==> src/rtl/txf_pkg.sv <==
package txf_pkg;

   localparam int WORD_BITS = 32;

   typedef enum logic [1:0] {
      ADM_IDLE   = 2'd0,
      ADM_TAKE   = 2'd1,
      ADM_REFUSE = 2'd2
   } adm_e;

   function automatic bit is_pow2(input int v);
      return (v >= 2) && ((v & (v - 1)) == 0);
   endfunction

endpackage

==> src/rtl/txf_ring.sv <==
module txf_ring #(
   parameter int W     = 32,
   parameter int DEPTH = 16,
   localparam int PTR_W = $clog2(DEPTH),
   localparam int CNT_W = $clog2(DEPTH + 1)
) (
   input  logic             clk,
   input  logic             rst_n,
   input  logic             flush,
   input  logic             push,
   input  logic [W-1:0]     push_data,
   input  logic             pop,
   output logic [W-1:0]     head,
   output logic [CNT_W-1:0] count,
   output logic             full,
   output logic             empty
);
   import txf_pkg::*;

   generate
      if (!is_pow2(DEPTH)) begin : g_bad_depth
         $error("txf_ring: DEPTH must be a power of two >= 2");
      end
      if (W < 1) begin : g_bad_width
         $error("txf_ring: W must be positive");
      end
   endgenerate

   logic [W-1:0]     mem [DEPTH];
   logic [PTR_W-1:0] wr_ptr, rd_ptr;

   assign full  = (count == CNT_W'(DEPTH));
   assign empty = (count == '0);
   assign head  = mem[rd_ptr];

   always_ff @(posedge clk) begin
      if (push && !flush) begin
         mem[wr_ptr] <= push_data;
      end
   end

   always_ff @(posedge clk or negedge rst_n) begin
      if (!rst_n) begin
         wr_ptr <= '0;
         rd_ptr <= '0;
         count  <= '0;
      end else if (flush) begin
         wr_ptr <= '0;
         rd_ptr <= '0;
         count  <= '0;
      end else begin
         if (push) wr_ptr <= wr_ptr + PTR_W'(1);
         if (pop)  rd_ptr <= rd_ptr + PTR_W'(1);
         count <= count + CNT_W'(push) - CNT_W'(pop);
      end
   end

   AST_RING_NO_OVERFLOW: assert property (@(posedge clk) disable iff (!rst_n)
      (push && !pop && !flush) |-> !full);
   AST_RING_NO_UNDERFLOW: assert property (@(posedge clk) disable iff (!rst_n)
      (pop && !flush) |-> !empty);

endmodule

==> src/rtl/txf_admit.sv <==
module txf_admit
   import txf_pkg::*;
#(
   parameter int DEPTH_WORDS = 16,
   localparam int LEN_W = $clog2(DEPTH_WORDS + 1)
) (
   input  logic             clk,
   input  logic             rst_n,
   input  logic             flush,
   input  logic             ep_enable,
   input  logic             ep_periodic,
   input  logic             xfer_done,
   input  logic             pkt_start,
   input  logic [LEN_W-1:0] pkt_len,
   input  logic             wr_valid,
   input  logic [LEN_W-1:0] free_words,
   input  logic             slot_full,
   output logic             word_we,
   output logic             lq_push,
   output logic [LEN_W-1:0] lq_push_len,
   output logic [LEN_W-1:0] rem_words,
   output logic             pkt_ok,
   output logic             pkt_rej,
   output logic             wr_err
);

   logic             open_q;
   logic [LEN_W-1:0] rem_q;
   logic [LEN_W-1:0] len_q;
   logic             gate_q;
   adm_e             res_q;
   logic             err_q;

   logic start_ok, is_zlp, fits, last_word;

   assign is_zlp    = (pkt_len == '0);
   assign fits      = is_zlp || (pkt_len <= free_words);
   assign start_ok  = pkt_start && !flush && ep_enable && !open_q && !slot_full
                      && !(ep_periodic && gate_q) && fits;
   assign word_we   = wr_valid && open_q && ep_enable && !flush;
   assign last_word = word_we && (rem_q == LEN_W'(1));

   assign lq_push     = (start_ok && is_zlp) || last_word;
   assign lq_push_len = last_word ? len_q : '0;
   assign rem_words   = rem_q;

   assign pkt_ok  = (res_q == ADM_TAKE);
   assign pkt_rej = (res_q == ADM_REFUSE);
   assign wr_err  = err_q;

   always_ff @(posedge clk or negedge rst_n) begin
      if (!rst_n) begin
         open_q <= 1'b0;
         rem_q  <= '0;
         len_q  <= '0;
      end else if (flush) begin
         open_q <= 1'b0;
         rem_q  <= '0;
         len_q  <= '0;
      end else if (start_ok && !is_zlp) begin
         open_q <= 1'b1;
         rem_q  <= pkt_len;
         len_q  <= pkt_len;
      end else if (word_we) begin
         rem_q <= rem_q - LEN_W'(1);
         if (last_word) open_q <= 1'b0;
      end
   end

   always_ff @(posedge clk or negedge rst_n) begin
      if (!rst_n) begin
         gate_q <= 1'b0;
      end else if (start_ok && ep_periodic) begin
         gate_q <= 1'b1;
      end else if (xfer_done || flush) begin
         gate_q <= 1'b0;
      end
   end

   always_ff @(posedge clk or negedge rst_n) begin
      if (!rst_n) begin
         res_q <= ADM_IDLE;
         err_q <= 1'b0;
      end else begin
         res_q <= start_ok ? ADM_TAKE : (pkt_start ? ADM_REFUSE : ADM_IDLE);
         err_q <= wr_valid && !flush && !word_we;
      end
   end

   AST_DISABLED_REFUSE: assert property (@(posedge clk) disable iff (!rst_n)
      (pkt_start && !ep_enable) |=> pkt_rej);
   AST_PERIODIC_GATE: assert property (@(posedge clk) disable iff (!rst_n)
      (pkt_start && ep_periodic && gate_q) |=> pkt_rej);
   AST_OPEN_REFUSE: assert property (@(posedge clk) disable iff (!rst_n)
      (pkt_start && open_q) |=> pkt_rej);
   AST_ZLP_TAKEN: assert property (@(posedge clk) disable iff (!rst_n)
      (pkt_start && is_zlp && ep_enable && !open_q && !slot_full && !flush
       && !(ep_periodic && gate_q)) |=> pkt_ok);
   AST_ORPHAN_WORD_ERR: assert property (@(posedge clk) disable iff (!rst_n)
      (wr_valid && !open_q && !flush) |=> wr_err);
   AST_RESULT_ONEHOT: assert property (@(posedge clk) disable iff (!rst_n)
      $onehot0({pkt_ok, pkt_rej}));

endmodule

==> src/rtl/txf_drain.sv <==
module txf_drain #(
   parameter int DEPTH_WORDS = 16,
   localparam int LEN_W = $clog2(DEPTH_WORDS + 1)
) (
   input  logic             clk,
   input  logic             rst_n,
   input  logic             flush,
   input  logic             tx_rd,
   input  logic             slot_empty,
   input  logic [LEN_W-1:0] head_len,
   input  logic             data_empty,
   output logic             data_pop,
   output logic             lq_pop,
   output logic             tx_last
);

   logic [LEN_W-1:0] sent_q;
   logic             avail, rd_go, zlp_head;

   assign avail    = !slot_empty;
   assign zlp_head = (head_len == '0);
   assign rd_go    = tx_rd && avail && !flush;
   assign tx_last  = avail && (zlp_head || ((sent_q + LEN_W'(1)) == head_len));
   assign data_pop = rd_go && !zlp_head;
   assign lq_pop   = rd_go && tx_last;

   always_ff @(posedge clk or negedge rst_n) begin
      if (!rst_n) begin
         sent_q <= '0;
      end else if (flush || lq_pop) begin
         sent_q <= '0;
      end else if (data_pop) begin
         sent_q <= sent_q + LEN_W'(1);
      end
   end

   AST_DRAIN_HAS_DATA: assert property (@(posedge clk) disable iff (!rst_n)
      data_pop |-> !data_empty);
   AST_DRAIN_IN_PACKET: assert property (@(posedge clk) disable iff (!rst_n)
      (avail && !zlp_head) |-> (sent_q < head_len));

endmodule

==> src/rtl/txf_in_ep.sv <==
module txf_in_ep
   import txf_pkg::*;
#(
   parameter int WORD_W      = 32,
   parameter int DEPTH_WORDS = 16,
   parameter int PKT_SLOTS   = 4,
   localparam int LEN_W  = $clog2(DEPTH_WORDS + 1),
   localparam int SCNT_W = $clog2(PKT_SLOTS + 1)
) (
   input  logic              clk,
   input  logic              rst_n,
   input  logic              flush,
   input  logic              ep_enable,
   input  logic              ep_periodic,
   input  logic              xfer_done,
   input  logic              pkt_start,
   input  logic [LEN_W-1:0]  pkt_len,
   output logic              pkt_ok,
   output logic              pkt_rej,
   input  logic              wr_valid,
   input  logic [WORD_W-1:0] wr_data,
   output logic              wr_err,
   output logic [LEN_W-1:0]  free_words,
   output logic              tx_avail,
   output logic [LEN_W-1:0]  tx_len,
   output logic [WORD_W-1:0] tx_data,
   output logic              tx_last,
   input  logic              tx_rd,
   output logic              irq_empty,
   input  logic              irq_clr
);

   generate
      if (WORD_W != WORD_BITS) begin : g_bad_word
         $error("txf_in_ep: free space is counted in 32-bit words");
      end
      if (!is_pow2(DEPTH_WORDS)) begin : g_bad_depth
         $error("txf_in_ep: DEPTH_WORDS must be a power of two >= 2");
      end
      if (!is_pow2(PKT_SLOTS)) begin : g_bad_slots
         $error("txf_in_ep: PKT_SLOTS must be a power of two >= 2");
      end
   endgenerate

   logic             word_we, lq_push, data_pop, lq_pop;
   logic [LEN_W-1:0] lq_push_len, rem_words, d_cnt;
   logic [SCNT_W-1:0] s_cnt;
   logic             d_full, d_empty, s_full, s_empty;
   logic             irq_q;

   assign free_words = LEN_W'(DEPTH_WORDS) - d_cnt - rem_words;
   assign tx_avail   = !s_empty;

   txf_admit #(.DEPTH_WORDS(DEPTH_WORDS)) u_admit (
      .clk(clk), .rst_n(rst_n), .flush(flush),
      .ep_enable(ep_enable), .ep_periodic(ep_periodic), .xfer_done(xfer_done),
      .pkt_start(pkt_start), .pkt_len(pkt_len), .wr_valid(wr_valid),
      .free_words(free_words), .slot_full(s_full),
      .word_we(word_we), .lq_push(lq_push), .lq_push_len(lq_push_len),
      .rem_words(rem_words), .pkt_ok(pkt_ok), .pkt_rej(pkt_rej), .wr_err(wr_err)
   );

   txf_ring #(.W(WORD_W), .DEPTH(DEPTH_WORDS)) u_data (
      .clk(clk), .rst_n(rst_n), .flush(flush),
      .push(word_we), .push_data(wr_data), .pop(data_pop),
      .head(tx_data), .count(d_cnt), .full(d_full), .empty(d_empty)
   );

   txf_ring #(.W(LEN_W), .DEPTH(PKT_SLOTS)) u_slots (
      .clk(clk), .rst_n(rst_n), .flush(flush),
      .push(lq_push), .push_data(lq_push_len), .pop(lq_pop),
      .head(tx_len), .count(s_cnt), .full(s_full), .empty(s_empty)
   );

   txf_drain #(.DEPTH_WORDS(DEPTH_WORDS)) u_drain (
      .clk(clk), .rst_n(rst_n), .flush(flush), .tx_rd(tx_rd),
      .slot_empty(s_empty), .head_len(tx_len), .data_empty(d_empty),
      .data_pop(data_pop), .lq_pop(lq_pop), .tx_last(tx_last)
   );

   // Empty interrupt: set when the drain removes the last held item.
   logic [LEN_W-1:0]  d_nxt;
   logic [SCNT_W-1:0] s_nxt;
   logic              held_now, empty_set;

   assign d_nxt     = d_cnt + LEN_W'(word_we) - LEN_W'(data_pop);
   assign s_nxt     = s_cnt + SCNT_W'(lq_push) - SCNT_W'(lq_pop);
   assign held_now  = (d_cnt != '0) || (s_cnt != '0);
   assign empty_set = !flush && held_now && (d_nxt == '0) && (s_nxt == '0);
   assign irq_empty = irq_q;

   always_ff @(posedge clk or negedge rst_n) begin
      if (!rst_n) begin
         irq_q <= 1'b0;
      end else if (empty_set) begin
         irq_q <= 1'b1;
      end else if (irq_clr) begin
         irq_q <= 1'b0;
      end
   end

   AST_NO_OVERFLOW: assert property (@(posedge clk) disable iff (!rst_n)
      ({1'b0, d_cnt} + {1'b0, rem_words}) <= (LEN_W + 1)'(DEPTH_WORDS));
   AST_DATA_NOT_FULL_ON_WRITE: assert property (@(posedge clk) disable iff (!rst_n)
      (word_we && !data_pop) |-> !d_full);
   AST_IRQ_STICKY: assert property (@(posedge clk) disable iff (!rst_n)
      (irq_empty && !irq_clr) |=> irq_empty);
   AST_FLUSH_EMPTIES: assert property (@(posedge clk) disable iff (!rst_n)
      flush |=> (!tx_avail && free_words == LEN_W'(DEPTH_WORDS)));
   AST_FLUSH_NO_IRQ: assert property (@(posedge clk) disable iff (!rst_n)
      (flush && !irq_empty) |=> !irq_empty);
   AST_IDLE_READ: assert property (@(posedge clk) disable iff (!rst_n)
      (tx_rd && !tx_avail && !word_we && !flush) |=> $stable(free_words));

endmodule

==> config.mk <==
export PLATFORM = sky130hd
export DESIGN_NAME = txf_in_ep
export DESIGN_NICKNAME = d
export VERILOG_FILES = /design/src/rtl/txf_pkg.sv /design/src/rtl/txf_ring.sv /design/src/rtl/txf_admit.sv /design/src/rtl/txf_drain.sv /design/src/rtl/txf_in_ep.sv
export SDC_FILE = /design/constraint.sdc
export NUM_CORES = 1
export LEC_CHECK = 0
export ABC_AREA = 1
export BUFFER_PORTS_ARGS = -buffer_cell sky130_fd_sc_hd__buf_2
export CELL_PAD_IN_SITES_DETAIL_PLACEMENT = 1
export CELL_PAD_IN_SITES_GLOBAL_PLACEMENT = 2
export CORE_MARGIN = 5
export CORE_UTILIZATION = 43
export DETAILED_ROUTE_END_ITERATION = 10
export PLACE_DENSITY = 0.83
export SLEW_MARGIN = 20
export SYNTH_ARGS = -nofsm -noshare
export SYNTH_HDL_FRONTEND = slang
export SYNTH_SLANG_ARGS = --single-unit
==> constraint.sdc <==
create_clock -name clk -period 3.6 [get_ports clk]
set_input_delay 0.18 -clock clk [delete_from_list [all_inputs] [get_ports clk]]
set_output_delay 0.18 -clock clk [all_outputs]
set_load 0.02 [all_outputs]
==> results.toml, run 1 <==
[power_and_ir_drop]
netSwitchingFraction = 0.282
pwr-share-comb = 0.180
leakage_nw = 9.88
finalPower_mw = 16.7
p_per_area_mw_per_mm2 = 611
pwr-share-seq = 0.444
p_switching_mw = 4.70
clkPwrFrac = 0.376
power.ir.vdd_worst_mv = 0.391
internal_power_mw = 12.0

[place]
dpl.cell_count = 2574
placed_area_sq_mm = 0.0248
globalplace.congestion = 0.786
place.port_buffers = 94
place_hpwl_microns = 35600

[clock_tree]
insertion_delay_ns = 0.64
clock_sinks = 573
clk_pin_slew_ns = 0.06
cts_root_buffer = "clkbuf_16"
clk_path_buf_depth = 3
cts_tree = "built"
cts_buffers = 59
htreeDepth = 2

[sta]
fin_worst_skew_ns = 0.0275
max_freq_ghz = 0.291
final_max_slew_viol_count = 0
period_share = 0.954
setup_viol = 0
worst_slew_pin_slew_ns = 1.03
relSlewSlack = 0.311
fin_setup_tns_ns = 0
hold_violations = 0
whs_ns = 0.0165
period_needed_ns = 3.43

[route]
drc = 0
wl_per_cell_microns = 23.6
first_pass_iters = 5
wirelength_microns = 64700
drt_first_iter_violations = 1270
detail-route-antenna-nets = 0
vias_per_cell = 5.67
vias = 15500

[layout]
final_area_sq_mm = 0.0273
syn_to_final_growth_pct = 17.0
fin_cells = 2736
multiInputGateArea_sq_mm = 0.00570
final_common_cell = "edfxtp_1"
nFillCells = 5505
drive_gt1_frac = 0.147
final_cell_mix = "edfxtp_1, nand2_1, nor2_1"
seq_area_sq_mm = 0.0170
nets = 2070

[setup_path]
path_max_fanout = 6
start_kind = "flip-flop"
required_ns = 4.09
crit_top_cell = "ha_1"
slowest_stage = "fa_2"
cp-end-kind = "flip-flop"
cp_slowest_stage_delay_ns = 0.59
crit_type = "reg -> reg"
crit_chain = "ha_1 > inv_1 > ha_1 > fa_2 > inv_1 > ha_1 > nand2_1 > nor3_2 > o21ai_1 > buf_4 > o21a_4 > nand2_1 > o21ai_0 > dlygate4sd3_1"
arrival_ns = 3.93

[die]
initial_core_util = 0.434
die_h_microns = 243
ioPinCount = 95
rows = 85
core_sq_mm = 0.0538
die_width_microns = 243
die_area_sq_mm = 0.0591

[logic_synthesis]
syn_area_sq_mm = 0.0234
synth_edf_count = 532
synth_top_cell_by_area = "edfxtp_1"
synth.area.top_cells = "edfxtp_1, nand2_1, dfrtp_1, o21ai_0, nor2_1"
ys_seq_elements = 573
synth_top_area_frac = 0.684
avgSynthCellArea_sq_um = 12.7
seq_area_frac_synth = 0.728
synth_flop_cell = "edfxtp_1"
netlist_instances = 1835
ys_types = 40
synth_nets = 1917
synth_warnings = 0
async_flop_share = 0.0716

[min_path]
hp-class = "in -> reg"

[grt]
grt_pass1_wl_microns = 97900
grt_antenna_before_repair = 1
grt-ovfl-total = 0
grt_usage = 0.214
grt_max_degree = 165
grt_pass1_vias = 16500

[flow_run]
maxCapViolCount = 0

[status]
status = "complete, no violations"
==> final cells by class <==
| cell class | count | area share |
|---|---|---|
| flip-flops and latches | 573 | 0.623 |
| clock buffers | 73 | 0.0575 |
| repair buffers | 193 | 0.0504 |
| clock inverters | 39 | 0.0161 |
| inverters | 93 | 0.0130 |
| well taps | 696 | 0.0319 |
| multi-input cells | 1068 | 0.208 |
| diodes | 1 | 0.0000916 |
==> synth_stat cells, types with 4 or more instances <==
library cell  number
edfxtp_1         532
o21ai_1           25
ha_1              32
clkbuf_1          58
nand3_2            8
a221oi_1          37
o21ai_0          165
inv_2              4
a21oi_1           85
nand4_1           40
nand2_2           11
dfrtp_1           41
nand2_1          300
nor2_1           184
buf_2             34
o22ai_1           39
buf_4              4
o221ai_1          27
xor2_1             7
nand3_1           81
inv_1             86
xnor2_1            5
==> worst paths after layout <==
| path | start | to | slack [ns] | cells after the start |
|---|---|---|---|---|
| min | tx_rd | u_drain.sent_q[1] | 0.02 | 4 |
| min in group asynchronous | rst_n | u_admit.rem_words[1] | 0.12 | 2 |
| max | u_admit.rem_words[1] | u_admit.gate_q | 0.17 | 14 |
| min reg2reg | u_drain.sent_q[1] | u_drain.sent_q[1] | 0.55 | 2 |
| max reg2reg | u_admit.rem_words[1] | u_admit.gate_q | 0.17 | 14 |
| max in group asynchronous | rst_n | u_data.rd_ptr[0] | 3.01 | 2 |
==> critical path: cells and delay by family, from the launching register on <==
kind	cells	cell delay, ns
fa+ha+maj	4	1.40
flops	1	0.40
compound gates	3	0.38
simple gates	3	0.32
buf+inv	4	0.82
==> power groups by stage <==
stage / logic [mW] / clock network [mW] / registers, mW
after detailed placement: 2.84 / 0 / 7.55
after global routing: 3.33 / 6.67 / 7.41
after global placement: 2.70 / 0 / 7.54
final: 3.01 / 6.27 / 7.40
after CTS: 2.90 / 6.38 / 7.41
after floorplan: 1.90 / 0 / 7.53
==> metrics by stage <==
stage / worst slack [ns] / utilization
finish: 0.166 / 0.508
global route: -0.0148 / 0.508
floorplan: 0.405 / -
CTS: 0.0481 / 0.506
global placement: 0.357 / 0.461
detailed placement: 0.264 / 0.461
==> registers in the layout, summed over array words and instances (netlist names) <==
signal	cells
u_admit.wr_err	1
u_admit.res_q	2
u_slots.count	3
u_data.mem	512
u_admit.len_q	5
u_slots.rd_ptr	2
u_data.count	5
u_drain.sent_q	5
u_data.wr_ptr	4
irq_empty	1
u_data.rd_ptr	4
u_slots.wr_ptr	2
u_admit.rem_words	5
u_admit.gate_q	1
u_slots.mem	20
u_admit.open_q	1
==> per-layer routing <==
metal	wire length, microns	part of all wire	vias to the layer above	GRT usage
met1	27400	0.42	7964	0.285
met4	1390	0.021	0	0.0587
met5	0	0	-	0
met3	3550	0.055	105	0.0359
met2	32300	0.50	439	0.366
li1	-	-	6999	-
==> cells by family after synthesis <==
logic type | after synthesis | synth area share
XOR/XNOR | 12 | 0.00450
flip-flops | 573 | 0.728
adder cells (fa/ha/maj) | 35 | 0.0197
buffers and inverters | 194 | 0.0346
AO/OA/AOI/OAI | 383 | 0.0951
AND/OR/NAND/NOR | 638 | 0.118
==> timing repair <==
item,4_1_cts,5_1_grt
hold buffers,44,0
buffers inserted,0,5
hold endpoints to repair,573,0
resized for setup,0,8
setup endpoints to repair,0,2
(Power assumes the default switching activity.)
==> inputs of run 2 (changes only) <==
- CELL_PAD_IN_SITES_DETAIL_PLACEMENT: 1 -> default
- CELL_PAD_IN_SITES_GLOBAL_PLACEMENT: 2 -> default
- CORE_UTILIZATION: 43 -> 45
- PLACE_DENSITY: 0.83 -> 0.65
==> results.toml, run 2 (synthesis gave the netlist of run 1 again) <==
[sta]
fin_worst_skew_ns = 0.0280
hold_violations = 0
setup_viol = 0
setup_ws_ns = 0.162
worst_slew_pin_slew_ns = 0.887
rsz0062_at_grt = "yes"
period_share = 0.955
relSlewSlack = 0.405
period_needed_ns = 3.44
max_freq_ghz = 0.291
final_max_slew_viol_count = 0
whs_ns = 0.0625

[power_and_ir_drop]
p_per_area_mw_per_mm2 = 598
pwr-share-seq = 0.458
power.ir.vdd_worst_mv = 0.393
clkPwrFrac = 0.369
p_switching_mw = 4.52
finalPower_mw = 16.3
internal_power_mw = 11.8
pwr-share-comb = 0.173
leakage_nw = 9.83
netSwitchingFraction = 0.278

[layout]
syn_to_final_growth_pct = 16.6
reg_top3 = "u_data.mem x512, u_slots.mem x20"
nets = 2063
drive_gt1_frac = 0.141
nFillCells = 4288
utilization = 0.530
final_common_cell = "edfxtp_1"
largest_register = "u_data.mem"
final_cell_mix = "edfxtp_1, nand2_1, nor2_1"
largest_register_ffs = 512

[die]
die_width_microns = 238
initial_core_util = 0.454
die_area_sq_mm = 0.0566
ioPinCount = 95
core_sq_mm = 0.0514
rows = 83
die_h_microns = 238

[clock_tree]
insertion_delay_ns = 0.62
clock_sinks = 573
cts_tree = "built"
htreeDepth = 2
clk_path_buf_depth = 3
clk_pin_slew_ns = 0.06
cts_buffers = 57
cts_root_buffer = "clkbuf_16"

[setup_path]
required_ns = 4.13
crit_type = "reg -> reg"
arrival_ns = 3.97
cp-end-kind = "flip-flop"
path_max_fanout = 5
start_kind = "flip-flop"

[status]
status = "complete, no violations"

[grt]
grt-ovfl-total = 0
grt_pass1_vias = 15100
grt_pass1_wl_microns = 89700
grt_usage = 0.203
grt_max_degree = 114
grt_antenna_before_repair = 1

[route]
vias_per_cell = 5.62
wirelength_microns = 58400
drc = 0
drt_first_iter_violations = 1650
vias = 15200
first_pass_iters = 5
wl_per_cell_microns = 21.6
detail-route-antenna-nets = 0

[place]
place_ws_ns = 0.374
place_hpwl_microns = 31400
globalplace.congestion = 0.826
place.port_buffers = 94

[min_path]
hp-class = "in -> reg"

[flow_run]
maxCapViolCount = 0
[run 2: cell types whose count changed in the layout (fill, tap and decap cells not counted), moves of 2 or more]
| cell | previous run | this run |
|---|---|---|
| buf_4 | 52 | 41 |
| buf_12 | 4 | 9 |
| clkbuf_1 | 11 | 15 |
| clkinv_1 | 17 | 14 |
| clkbuf_16 | 60 | 58 |
[run 2: repair_timing]
item,4_1_cts,5_1_grt
buffers inserted,0,3
gates resized for setup,0,5
endpoints found under the hold margin,574,0
hold buffers,45,0
setup endpoints to repair,0,2
[run 2: worst max-delay path: stages (launching register included)]
cell and delay, ns:
dfrtp_1 0.37, inv_1 0.09, ha_1 0.33, ha_1 0.29, a21o_1 0.19, a21oi_2 0.13
xnor2_1 0.15, inv_1 0.06, ha_1 0.29, a21oi_1 0.14, o21ai_0 0.09, o21ai_1 0.23
buf_4 0.17, o21a_1 0.16, nand2_1 0.06, o21ai_0 0.07, dlygate4sd3_1 0.57
[run 2: layout make-up]
class	count	area [sq um]	area share
multi-input combinational	1068	5690	0.209
inverter	93	354	0.0130
antenna	2	5.00	0.000184
clock buffer	74	1520	0.0559
clock inverter	32	390	0.0143
timing repair buffer	188	1400	0.0516
tap	680	851	0.0313
sequential	573	17000	0.625
[run 2: metal layers]
layer  share of wire  GRT usage
met3           0.064     0.0267
met4           0.030     0.0691
met2            0.48      0.326
met5               0          0
met1            0.43      0.290
[run 2: final timing paths]
path / start / endpoint / slack, ns / cells past startpoint
setup / recovery: u_admit.rem_words[2] / u_admit.gate_q / 0.16 / 16
hold / removal: ep_enable / u_admit.res_q[0] / 0.06 / 4
setup reg to reg: u_admit.rem_words[2] / u_admit.gate_q / 0.16 / 16
hold reg to reg: u_admit.len_q[0] / u_admit.len_q[0] / 0.56 / 2
max in group asynchronous: rst_n / u_data.rd_ptr[0] / 3.04 / 2
min in group asynchronous: rst_n / u_admit.gate_q / 0.11 / 2
[run 2: through the flow]
stage	TNS, ns	cells	cell area, sq um
final	0	2710	27200
after global routing	-0.0362	2709	27200
after detailed placement	0	2554	24800
after floorplan	0	1835	23400
after CTS	0	2705	27200
after global placement	0	2554	24800
[run 2: power by group through the flow]
stage / logic, mW / registers (mW) / clock network [mW]
after floorplan: 1.90 / 7.53 / 0
after global placement: 2.62 / 7.59 / 0
after detailed placement: 2.69 / 7.59 / 0
after CTS: 2.74 / 7.45 / 6.12
after global routing: 3.14 / 7.46 / 6.39
final: 2.82 / 7.45 / 6.01
